`src/rtl/dlc_pkg.sv`:
```
package dlc_pkg;
  typedef enum logic [1:0] {
    K_ADDR = 2'b00,
    K_LOOP = 2'b01,
    K_RMW  = 2'b10,
    K_LINK = 2'b11
  } kind_e;

  typedef enum logic [1:0] {
    PH_DESC,
    PH_WDATA,
    PH_MASK,
    PH_VALUE
  } phase_e;

  typedef enum logic [2:0] {
    S_IDLE,
    S_FETCH,
    S_DECODE,
    S_PAIR,
    S_RD,
    S_STORE,
    S_WR
  } state_e;
endpackage

```
`src/rtl/dlc_decode.sv`:
```
module dlc_decode
  import dlc_pkg::*;
#(
  parameter int LOOP_SHIFT = 16
) (
  input  logic [31:0]            word_i,
  output kind_e                  kind_o,
  output logic [31:0]            base_o,
  output logic                   wr_o,
  output logic                   apb_o,
  output logic                   end_o,
  output logic [LOOP_SHIFT-1:0]  steps_o,
  output logic [27-LOOP_SHIFT:0] cnt_o
);
  assign kind_o  = kind_e'(word_i[31:30]);
  assign base_o  = {word_i[27:0], 4'b0000};
  assign wr_o    = word_i[28];
  assign apb_o   = word_i[29];
  assign end_o   = (word_i[31:30] == 2'b11) && (word_i[29:0] == '0);
  assign steps_o = word_i[LOOP_SHIFT-1:0];
  assign cnt_o   = word_i[27:LOOP_SHIFT];
endmodule

```
`src/rtl/dlc_watchdog.sv`:
```
module dlc_watchdog #(
  parameter int TO_W = 16
) (
  input  logic            clk_i,
  input  logic            rst_ni,
  input  logic            run_i,
  input  logic [TO_W-1:0] limit_i,
  output logic            expired_o
);
  logic [TO_W-1:0] cnt_q;

  assign expired_o = run_i && (cnt_q >= limit_i);

  always_ff @(posedge clk_i or negedge rst_ni) begin
    if (!rst_ni)                   cnt_q <= '0;
    else if (!run_i)               cnt_q <= '0;
    else if (cnt_q != '1)          cnt_q <= cnt_q + 1'b1;
  end
endmodule

```
`src/rtl/dlc_engine.sv`:
```
module dlc_engine
  import dlc_pkg::*;
#(
  parameter int SRAM_WORDS = 256,
  parameter bit LOOP_FIXED = 1'b1,
  parameter int TO_W       = 16,
  parameter int CW         = 16,
  localparam int AW        = $clog2(SRAM_WORDS),
  localparam int LOOP_SHIFT = LOOP_FIXED ? 16 : AW,
  localparam int LCW       = 28 - LOOP_SHIFT
) (
  input  logic            clk_i,
  input  logic            rst_ni,
  input  logic            start_i,
  input  logic [AW-1:0]   list_base_i,
  input  logic [AW-1:0]   data_base_i,
  input  logic [TO_W-1:0] timeout_i,
  output logic            busy_o,
  output logic            done_o,
  output logic            bus_err_o,
  output logic            ovf_err_o,
  output logic            sram_req_o,
  output logic            sram_we_o,
  output logic [AW-1:0]   sram_addr_o,
  output logic [31:0]     sram_wdata_o,
  input  logic [31:0]     sram_rdata_i,
  output logic            tgt_req_o,
  output logic            tgt_we_o,
  output logic            tgt_apb_o,
  output logic [31:0]     tgt_addr_o,
  output logic [31:0]     tgt_wdata_o,
  input  logic            tgt_ack_i,
  input  logic [31:0]     tgt_rdata_i
);
  localparam logic [AW:0] TOP = (AW+1)'(SRAM_WORDS);

  state_e state_q;
  phase_e phase_q;
  logic [AW-1:0]  ptr_q;
  logic [AW:0]    dptr_q;
  logic [31:0]    base_q, mask_q, wr_addr_q, wr_data_q, rd_q, last_addr_q, last_rd_q;
  logic           wr_q, apb_q, lact_q, bus_err_q, ovf_q, done_q;
  logic [29:0]    lnk_q;
  logic [1:0]     pi_q;
  logic [CW-1:0]  cw_q;
  logic [6:0]     rem_q;
  logic [LCW-1:0] lcnt_q;

  kind_e                 d_kind;
  logic [31:0]           d_base;
  logic                  d_wr, d_apb, d_end;
  logic [LOOP_SHIFT-1:0] d_steps;
  logic [LCW-1:0]        d_cnt, lrem;
  logic [14:0]           pair;
  logic [CW-1:0]         nxt_w;
  logic [31:0]           rd_addr;
  logic                  expired;

  dlc_decode #(.LOOP_SHIFT(LOOP_SHIFT)) i_dec (
    .word_i(sram_rdata_i), .kind_o(d_kind), .base_o(d_base), .wr_o(d_wr),
    .apb_o(d_apb), .end_o(d_end), .steps_o(d_steps), .cnt_o(d_cnt)
  );

  dlc_watchdog #(.TO_W(TO_W)) i_wdog (
    .clk_i, .rst_ni, .run_i(tgt_req_o && !tgt_ack_i), .limit_i(timeout_i), .expired_o(expired)
  );

  assign pair    = pi_q[0] ? lnk_q[29:15] : lnk_q[14:0];
  assign nxt_w   = cw_q + CW'(pair[7:0]);
  assign rd_addr = base_q + (32'(cw_q) << 2);
  assign lrem    = lact_q ? lcnt_q : d_cnt;

  assign busy_o       = (state_q != S_IDLE);
  assign done_o       = done_q;
  assign bus_err_o    = bus_err_q;
  assign ovf_err_o    = ovf_q;
  assign sram_req_o   = (state_q == S_FETCH) || (state_q == S_STORE && dptr_q < TOP);
  assign sram_we_o    = (state_q == S_STORE);
  assign sram_addr_o  = (state_q == S_FETCH) ? ptr_q : dptr_q[AW-1:0];
  assign sram_wdata_o = rd_q;
  assign tgt_req_o    = (state_q == S_RD) || (state_q == S_WR);
  assign tgt_we_o     = (state_q == S_WR);
  assign tgt_apb_o    = apb_q;
  assign tgt_addr_o   = (state_q == S_WR) ? wr_addr_q : rd_addr;
  assign tgt_wdata_o  = wr_data_q;

  always_ff @(posedge clk_i or negedge rst_ni) begin
    if (!rst_ni) begin
      state_q <= S_IDLE;   phase_q <= PH_DESC;
      ptr_q <= '0;         dptr_q <= '0;
      base_q <= '0;        mask_q <= '0;      wr_addr_q <= '0;  wr_data_q <= '0;
      rd_q <= '0;          last_addr_q <= '0; last_rd_q <= '0;
      wr_q <= 1'b0;        apb_q <= 1'b0;     lact_q <= 1'b0;
      bus_err_q <= 1'b0;   ovf_q <= 1'b0;     done_q <= 1'b0;
      lnk_q <= '0;         pi_q <= '0;        cw_q <= '0;       rem_q <= '0;  lcnt_q <= '0;
    end else begin
      done_q <= 1'b0;
      unique case (state_q)
        S_IDLE: if (start_i) begin
          ptr_q     <= list_base_i;
          dptr_q    <= {1'b0, data_base_i};
          bus_err_q <= 1'b0;
          ovf_q     <= 1'b0;
          lact_q    <= 1'b0;
          cw_q      <= '0;
          phase_q   <= PH_DESC;
          state_q   <= S_FETCH;
        end
        S_FETCH: state_q <= S_DECODE;
        S_DECODE: begin
          state_q <= S_FETCH;
          ptr_q   <= ptr_q + 1'b1;
          unique case (phase_q)
            PH_DESC: unique case (d_kind)
              K_ADDR: begin
                base_q <= d_base; wr_q <= d_wr; apb_q <= d_apb; cw_q <= '0;
              end
              K_LINK: if (d_end) begin
                state_q <= S_IDLE;
                done_q  <= 1'b1;
              end else begin
                lnk_q   <= sram_rdata_i[29:0];
                pi_q    <= '0;
                state_q <= S_PAIR;
              end
              K_LOOP: if (lrem == '0) begin
                lact_q <= 1'b0;
              end else begin
                lact_q <= 1'b1;
                lcnt_q <= lrem - 1'b1;
                ptr_q  <= ptr_q - AW'(d_steps);
              end
              K_RMW: phase_q <= PH_MASK;
            endcase
            PH_MASK: begin
              mask_q  <= sram_rdata_i;
              phase_q <= PH_VALUE;
            end
            PH_VALUE: begin
              wr_addr_q <= last_addr_q;
              wr_data_q <= (last_rd_q & ~mask_q) | (sram_rdata_i & mask_q);
              phase_q   <= PH_DESC;
              state_q   <= S_WR;
            end
            PH_WDATA: begin
              wr_data_q <= sram_rdata_i;
              phase_q   <= PH_DESC;
              state_q   <= S_WR;
            end
          endcase
        end
        S_PAIR: begin
          if (pi_q == 2'd2) begin
            state_q <= S_FETCH;
          end else if (pair[14:8] == '0) begin
            pi_q <= pi_q + 1'b1;
          end else if (wr_q) begin
            // write mode: one word from run A, data word follows
            cw_q      <= nxt_w;
            wr_addr_q <= base_q + (32'(nxt_w) << 2);
            pi_q      <= 2'd2;
            phase_q   <= PH_WDATA;
            state_q   <= S_FETCH;
          end else begin
            cw_q    <= nxt_w;
            rem_q   <= pair[14:8];
            state_q <= S_RD;
          end
        end
        S_RD: begin
          if (tgt_ack_i) begin
            rd_q        <= tgt_rdata_i;
            last_rd_q   <= tgt_rdata_i;
            last_addr_q <= rd_addr;
            state_q     <= S_STORE;
          end else if (expired) begin
            bus_err_q <= 1'b1;
            done_q    <= 1'b1;
            state_q   <= S_IDLE;
          end
        end
        S_STORE: begin
          if (dptr_q < TOP) dptr_q <= dptr_q + 1'b1;
          else              ovf_q  <= 1'b1;
          if (rem_q > 7'd1) begin
            rem_q   <= rem_q - 1'b1;
            cw_q    <= cw_q + 1'b1;
            state_q <= S_RD;
          end else begin
            pi_q    <= pi_q + 1'b1;
            state_q <= S_PAIR;
          end
        end
        S_WR: begin
          if (tgt_ack_i) begin
            state_q <= S_FETCH;
          end else if (expired) begin
            bus_err_q <= 1'b1;
            done_q    <= 1'b1;
            state_q   <= S_IDLE;
          end
        end
        default: state_q <= S_IDLE;
      endcase
    end
  end


  done_pulse_chk: assert property (@(posedge clk_i) disable iff (!rst_ni)
    done_o |=> !done_o);


  idle_quiet_chk: assert property (@(posedge clk_i) disable iff (!rst_ni)
    !busy_o |-> !tgt_req_o && !sram_req_o);


  req_hold_chk: assert property (@(posedge clk_i) disable iff (!rst_ni)
    tgt_req_o && !tgt_ack_i && !expired |=> tgt_req_o && $stable(tgt_addr_o) && $stable(tgt_we_o));


  abort_chk: assert property (@(posedge clk_i) disable iff (!rst_ni)
    $rose(bus_err_o) |-> done_o && !busy_o);


  no_overflow_chk: assert property (@(posedge clk_i) disable iff (!rst_ni)
    ovf_err_o && busy_o |-> !(sram_req_o && sram_we_o));
endmodule

```
`config.mk`:
```
export PLATFORM = sky130hd
export DESIGN_NAME = dlc_engine
export DESIGN_NICKNAME = d
export VERILOG_FILES = /design/src/rtl/dlc_pkg.sv /design/src/rtl/dlc_decode.sv /design/src/rtl/dlc_watchdog.sv /design/src/rtl/dlc_engine.sv
export SDC_FILE = /design/constraint.sdc
export NUM_CORES = 1
export LEC_CHECK = 0
export CAP_MARGIN = 40
export CORE_MARGIN = 10
export CORE_UTILIZATION = 45
export DETAILED_ROUTE_END_ITERATION = 16
export DONT_BUFFER_PORTS = 1
export MAX_ROUTING_LAYER = met4
export PLACE_DENSITY_LB_ADDON = 0.2
export SLEW_MARGIN = 15
export SYNTH_ARGS = -nofsm -noshare
export SYNTH_HDL_FRONTEND = slang
export SYNTH_SLANG_ARGS = --single-unit
```
`constraint.sdc`:
```
create_clock -name clk_i -period 4.6 [get_ports clk_i]
set_clock_uncertainty 0.2 [all_clocks]
set_input_delay 0.92 -clock clk_i [delete_from_list [all_inputs] [get_ports clk_i]]
set_output_delay 0.92 -clock clk_i [all_outputs]
set_load 0.02 [all_outputs]
```
### Yosys cells after proc, flatten, opt, wreduce, memory -nomap -nowiden

Cells that the tools add are included.
Widths: inputs -> output; s select.

| word-level totals | value |
|---|---|
| flip-flop bits (word level) | 299 |
| input port bits | 100 |
| output and inout bits | 113 |
| logic and storage cells | 194 |

| operators by class | value |
|---|---|
| add/subtract/negate cells | 11 |
| $lt $le $gt $ge | 3 |
| equality and inequality tests | 35 |
| mux-type cells | 75 |
| bitwise gates (word level) | 6 |
| reductions and logical operators | 42 |

Operator list:

| kind | count |
|---|---|
| $mux 32 | 5 |
| $mux 16 | 8 |
| $pmux 32 s2 | 2 |
| $add 32x18->32 | 2 |
| $and 32x32->32 | 2 |
| $pmux 16 s4 | 1 |
| $mux 8 | 5 |
| $add 16x1->16 const B | 2 |
| $not 32->32 | 1 |
| $or 32x32->32 | 1 |
| $logic_not 30->1 | 1 |
| $mux 2 | 14 |
| $mux 7 | 4 |
| $mux 3 | 8 |
| $ne 2x2->1 const B | 12 |
| $pmux 3 s7 | 1 |
| $mux 9 | 2 |
| $pmux 2 s3 | 3 |
| $pmux 9 s2 | 1 |
| $add 16x8->16 | 1 |
| $ge 16x16->1 | 1 |
| $ne 16x16->1 const B | 1 |
| $pmux 8 s2 | 1 |
| $reduce_and 4->1 | 4 |
| 39 further kinds | 89 |

### Logic depth before layout (Yosys ltp)

| depth | value |
|---|---|
| depth in word-level cells | 7 |
| gate-level depth with buffers | 21 |
| mapped depth without buffers | 19 |

### Modules after synthesis

From an unflattened synthesis, not the netlist that was laid out.

| second synthesis, totals | value |
|---|---|
| cell total of the unflattened synthesis | 1944 |
| area, all modules | 18205.0 um^2 |

Modules (own cells, without submodules):

| module | times used | cells an instance | area an instance (um^2) | sequential area each (um^2) |
|---|---|---|---|---|
| dlc_engine | 1 | 1727 | 16399.5 | 7181.9 |
| dlc_watchdog | 1 | 140 | 1241.2 | 400.4 |
| dlc_decode | 1 | 77 | 564.3 | 0.0 |

### Worst setup path before layout

OpenSTA, ideal clock, no wires.

| path | value |
|---|---|
| path type | register to register |
| start point | register pi_q[0] |
| end point | register wr_addr_q[19] |
| setup time | 68 ps |
| arrival | 4844 ps |
| data required time | 4332 ps |
| setup slack | -512 ps |
| stages on the path, launching flop included | 20 |
| path buffers | 2 |
| period minus slack after synthesis | 5112 ps |
| path through | dfrtp_1 -> clkbuf_1 -> clkbuf_1 -> mux2_2 -> ha_1 -> a21oi_1 -> nor2b_1 -> a31o_2 -> o41ai_2 -> or2_2 -> xor2_1 -> inv_1 -> ha_1 -> nand2_1 -> nor4_1 -> a221oi_2 -> a211oi_1 -> nor2_1 -> nor4b_1 -> a311o_1 |

| on the way | value |
|---|---|
| word-level cells in the longest chain between the ends | 7 |
| elaborated cells between the ends (all ways) | 12 |
| classes of those cells | add/sub (2); eq/ne (3); mux (5); reduce/logical (2) |

RTL lines:

| what | line | RTL |
|---|---|---|
| start: declaration | dlc_engine.sv:44 | `logic [1:0] pi_q;` |
| start signal: assignment | dlc_engine.sv:156 | `pi_q <= pi_q + 1'b1;` |
| start signal: assignment | dlc_engine.sv:190 | `pi_q <= pi_q + 1'b1;` |
| $mux 15 | dlc_engine.sv:68 | `assign pair = pi_q[0] ? lnk_q[29:15] : lnk_q[14:0];` |
| $add 16x8->16 | dlc_engine.sv:69 | `assign nxt_w = cw_q + CW'(pair[7:0]);` |
| $add 32x18->32 | dlc_engine.sv:160 | `wr_addr_q <= base_q + (32'(nxt_w) << 2);` |
| $mux 32 | dlc_engine.sv:157 | `end else if (wr_q) begin` |
| $mux 32 | dlc_engine.sv:155 | `end else if (pair[14:8] == '0) begin` |
| $mux 32 | dlc_engine.sv:153 | `if (pi_q == 2'd2) begin` |
| $pmux 32 s2 | dlc_engine.sv:98 | `unique case (state_q)` |
| end signal: assignment | dlc_engine.sv:140 | `wr_addr_q <= last_addr_q;` |
| end signal: assignment | dlc_engine.sv:160 |  |
| end: declaration | dlc_engine.sv:41 | `logic [31:0] base_q, mask_q, wr_addr_q, wr_data_q, rd_q, last_addr_q, last_rd_q;` |

Several ways; a longest one is shown, not always the timed one. The select of a mux whose other input is x is not followed.
A chain may end at the register's enable or synchronous reset.

### Worst setup path in the final report

| path | value |
|---|---|
| start point | register pi_q[0] |
| end point | register wr_addr_q[18] |

Same word-level chain as after synthesis.

==> summary.md <==
| Metric | Value |
|---|---|
| Critical path start-end classification | `register to register` |
| Category of the worst setup path capture point | `register` |
| Worst-case reg-to-reg path depth | `20` |
| Type of origin of the critical path | `register` |
| GPL Wtd Cong | `about 0.91` |
| Maximum buffer depth of the clock tree | `3` |
| Inst Count DP | `roughly 2400` |
| Ranking of synthesized cells by area | `dfrtp_1, nand2_1, ha_1, o21ai_0, mux2_2` |
| Remaining Overflow, GRT | `0` |
| Number of failing hold endpoints at the final stage | `91` |
| Crit path cell chain | `mux2_4 > ha_4 > inv_2 > fa_2 > nor2b_2 > o21a_1 > a31o_4 > o41ai_4 > buf_4 > nor2_1 > xor2_1 > ha_1 > nand2_2 > nor2_1 > a211oi_2 > o31ai_2 > buf_4 > o31a_4 > or3_1 > nand3_1` |
| Critical path required time | `slightly below 5 ns` |
| Root buffer selected by CTS | `clkbuf_16` |
| Worst Hold Class | `input port to async pin` |
| Number of flops mapped to enable cells by yosys | `0` |
| Share of synthesized area occupied by flip-flops and latches | `a little over two fifths` |
| Starting density of the core | `a little under half` |
| IO Count | `213` |
| Predominant post-synthesis flop cell | `dfrtp_1` |
| Area of combinational cells with multiple inputs | `roughly 9400 um2` |
| Global-route wire length before repair | `about 79 mm` |
| Post-Layout Cell Count | `between 2000 and 2500` |
| Total clock sinks | `between 200 and 300` |
| Number of storage elements in the synthesis netlist | `approximately 300` |
| Vias/cell | `5.72` |
| Quantity of I/O buffers inserted on ports | `0` |
| Worst slew slack as a fraction of its limit | `between 20% and 30%` |
| Post-synthesis average cell area | `8.98 um2` |
| Maximum number of pins on one net before global-route repair | `just under 300` |
| WHS | `-0.130 ns` |
| Fraction of synthesis flops using an asynchronous set or reset pin | `between 90% and 100%` |
| Initial antenna violation count | `0` |
| Mapped cell area | `17300 um2` |
| Count of standard-cell rows | `roughly 70` |
| Detail-routed net length per standard cell | `around 20 um` |
| Setup Slack @ Placement | `-0.0796 ns` |
| Clock insertion delay at the later pin of the skew report | `between 0.5 and 0.6 ns` |
| Crit Reg-Reg Endpoint | `wr_addr_q[18]` |
| Worst path slowest cell | `dfrtp_2` |
| Die Area | `around 47000 um2` |
| Clock-pin transition on the worst setup and hold timing paths | `0.06 ns` |
| Depth of the CTS H-tree | `2` |
| Standby leakage power | `around 8.8 nW` |
| Run status | `finished with violations` |
| Total negative setup slack | `0 ns` |
| Max_cap viols | `0` |
| Worst IR drop on VDD | `about 0.45 mV` |
| Yosys warning count | `0` |
| Via count | `roughly 14000` |
| Highest fanout seen on the critical path | `8` |
| Share of the synthesized area in the top cell type | `a little over two fifths` |
| Total core area | `between 30000 and 40000 um2` |
| Number of distinct standard cells referenced by the synthesized netlist | `86` |
| Worst reg-to-reg setup slack | `0.09 ns` |
| First-pass iteration count of the detailed router | `5` |
| Top cell type by total area after synthesis | `dfrtp_1` |
| Post-layout worst setup margin | `0.0929 ns` |
| Share of the clock period used by the worst path | `between 90% and 100%` |
| Violated checks | `hold timing` |
| Number of buffers created by CTS | `35` |
| Number of design rule violations left after detail routing | `0` |
| Gate count of the mapped netlist | `1923` |
| Highest attainable clock frequency | `222 MHz` |
| Number of global-route vias before repair | `approximately 14000` |
| Clock tree from TritonCTS | `built` |
| Minimum clock period | `around 4.5 ns` |
| Footprint of the flip-flops and latches | `7380 um2` |
| Half-perimeter wire length after detailed placement | `35.8 mm` |
| Worst r2r src | `pi_q[0]` |
| Global-route total usage across every layer | `approximately 22%` |
| Total wire length after detailed routing | `50.6 mm` |
| Y dimension of the die | `roughly 220 um` |
| Area overhead of the layout relative to synthesis | `13.0%` |
| Count of antenna diodes in the layout | `0` |
| Arrival time reported for the critical path endpoint | `around 4.8 ns` |
| Endpoints failing setup | `0` |
| Detailed Route Iter0 Violations | `1008` |
| Fillcell total | `about 3500` |
| ANT nets after route | `0` |
| Slew at the pin closest to its max-slew limit | `roughly 1.1 ns` |
| Max-slew violation count | `0` |
| Final net count | `approximately 2100` |
| Pwr/cell area | `~690 nW/um2` |
| Slowest stage delay, CP | `0.44 ns` |
| Share of final-layout standard cells stronger than drive strength 1 | `~15%` |
| Die X-Extent | `between 200 and 250 um` |
[worst max-delay path, delay by kind of cell (launching register included)]
family,cells,cell delay (ns)
DFF,1,0.44
adders and majority gates,3,0.71
and+or+nand+nor,6,0.63
xor gates and xnor gates,1,0.17
muxes,1,0.32
buffers and inverters,3,0.41
AOI/OAI and AO/OA,6,1.55
[placed cells by master, fill, tap and decap left out, types with 46 or more instances in the layout]
cell	n
o21ai_0	161
mux2i_1	57
buf_4	79
ha_1	63
a21oi_1	118
dfrtp_1	293
nor2_1	202
inv_1	54
nand3_1	46
nand2_1	286
mux2_2	70
[cell families after synthesis]
group	share of synthesized area (%)
adders and majority gates	5.46
and+or+nand+nor	18.2
buffers and inverters	4.14
xor gates and xnor gates	4.11
AOI/OAI and AO/OA	15.9
muxes	9.47
DFF	42.7
other	0.0217
[state kept, by name (all words and copies together), names as in the netlist, 28 cells and up]
register,flops
base_q,28
last_addr_q,30
last_rd_q,32
lnk_q,30
mask_q,32
tgt_wdata_o,32
wr_addr_q,30
[synth_stat cells, types with 4 or more instances]
cell type and count:
o22ai_1 19, clkbuf_1 87, a211oi_1 14, a31oi_1 24
o21ai_0 165, nor2b_1 14, buf_2 11, or2_2 4
buf_6 6, and2_1 9, o21a_1 12, xnor2_1 37
buf_1 8, inv_1 55, xor2_1 44, and3_1 21
mux2_2 71, nand3_1 47, o31ai_1 7, dfrtp_1 295
mux2_4 17, o21bai_1 5, fa_1 4, ha_1 69
a22oi_1 8, nor3_1 40, a21oi_1 120, or3_1 9
o211ai_1 9, nand4_1 15, a21o_1 16, mux2i_1 58
nand2b_1 12, nor2_1 203, nor3b_1 9, nor4_1 13
nand2_1 287, a22o_1 5
[timing repair]
item,in CTS,in global routing
pin swaps,1,20
buffers inserted,0,8
hold endpoints to repair,295,295
endpoints found under the setup margin,11,26
gates resized for setup,6,42
[worst max path at each step]
stage	start	to	cells after the start
2_1_floorplan	pi_q[0]	wr_addr_q[29]	17
3_3_place_gp	pi_q[0]	wr_addr_q[29]	17
3_5_place_dp	pi_q[0]	wr_addr_q[18]	18
4_1_cts	pi_q[0]	wr_addr_q[29]	17
5_1_grt	pi_q[0]	wr_addr_q[19]	18
6_report	pi_q[0]	wr_addr_q[18]	20
[through the flow]
step                power [mW]  utilization [%]  area, um2
CTS                       13.2             50.9      19200
global route              14.3             51.7      19500
detailed placement        10.3             47.7      18000
floorplan                 8.72                -      17300
finish                    13.4             51.7      19500
global placement          10.1             47.7      18000
[metal layers]
| metal | track usage, % | wire (um) |
|---|---|---|
| met1 | 27.2 | 22300 |
| met2 | 34.5 | 24100 |
| met3 | 4.62 | 3130 |
| met4 | 5.80 | 1120 |
| met5 | - | 0 |
[where the power goes]
part	switching [mW]	total [mW]	leakage (nW)	internal [mW]
sequential	1.47	5.14	3.67	3.68
combinational	2.99	5.36	4.57	2.38
clock	1.17	2.87	0.582	1.69
[layout make-up]
type / count / share of cell area, %
clock buffers: 51 / 5.31
flip-flops and latches: 295 / 37.9
repair buffers: 83 / 3.28
multi-input cells: 1458 / 48.4
well taps: 511 / 3.28
inverters: 56 / 1.09
clock inverters: 11 / 0.763
Note: power is estimated with default switching activity, not from simulation.
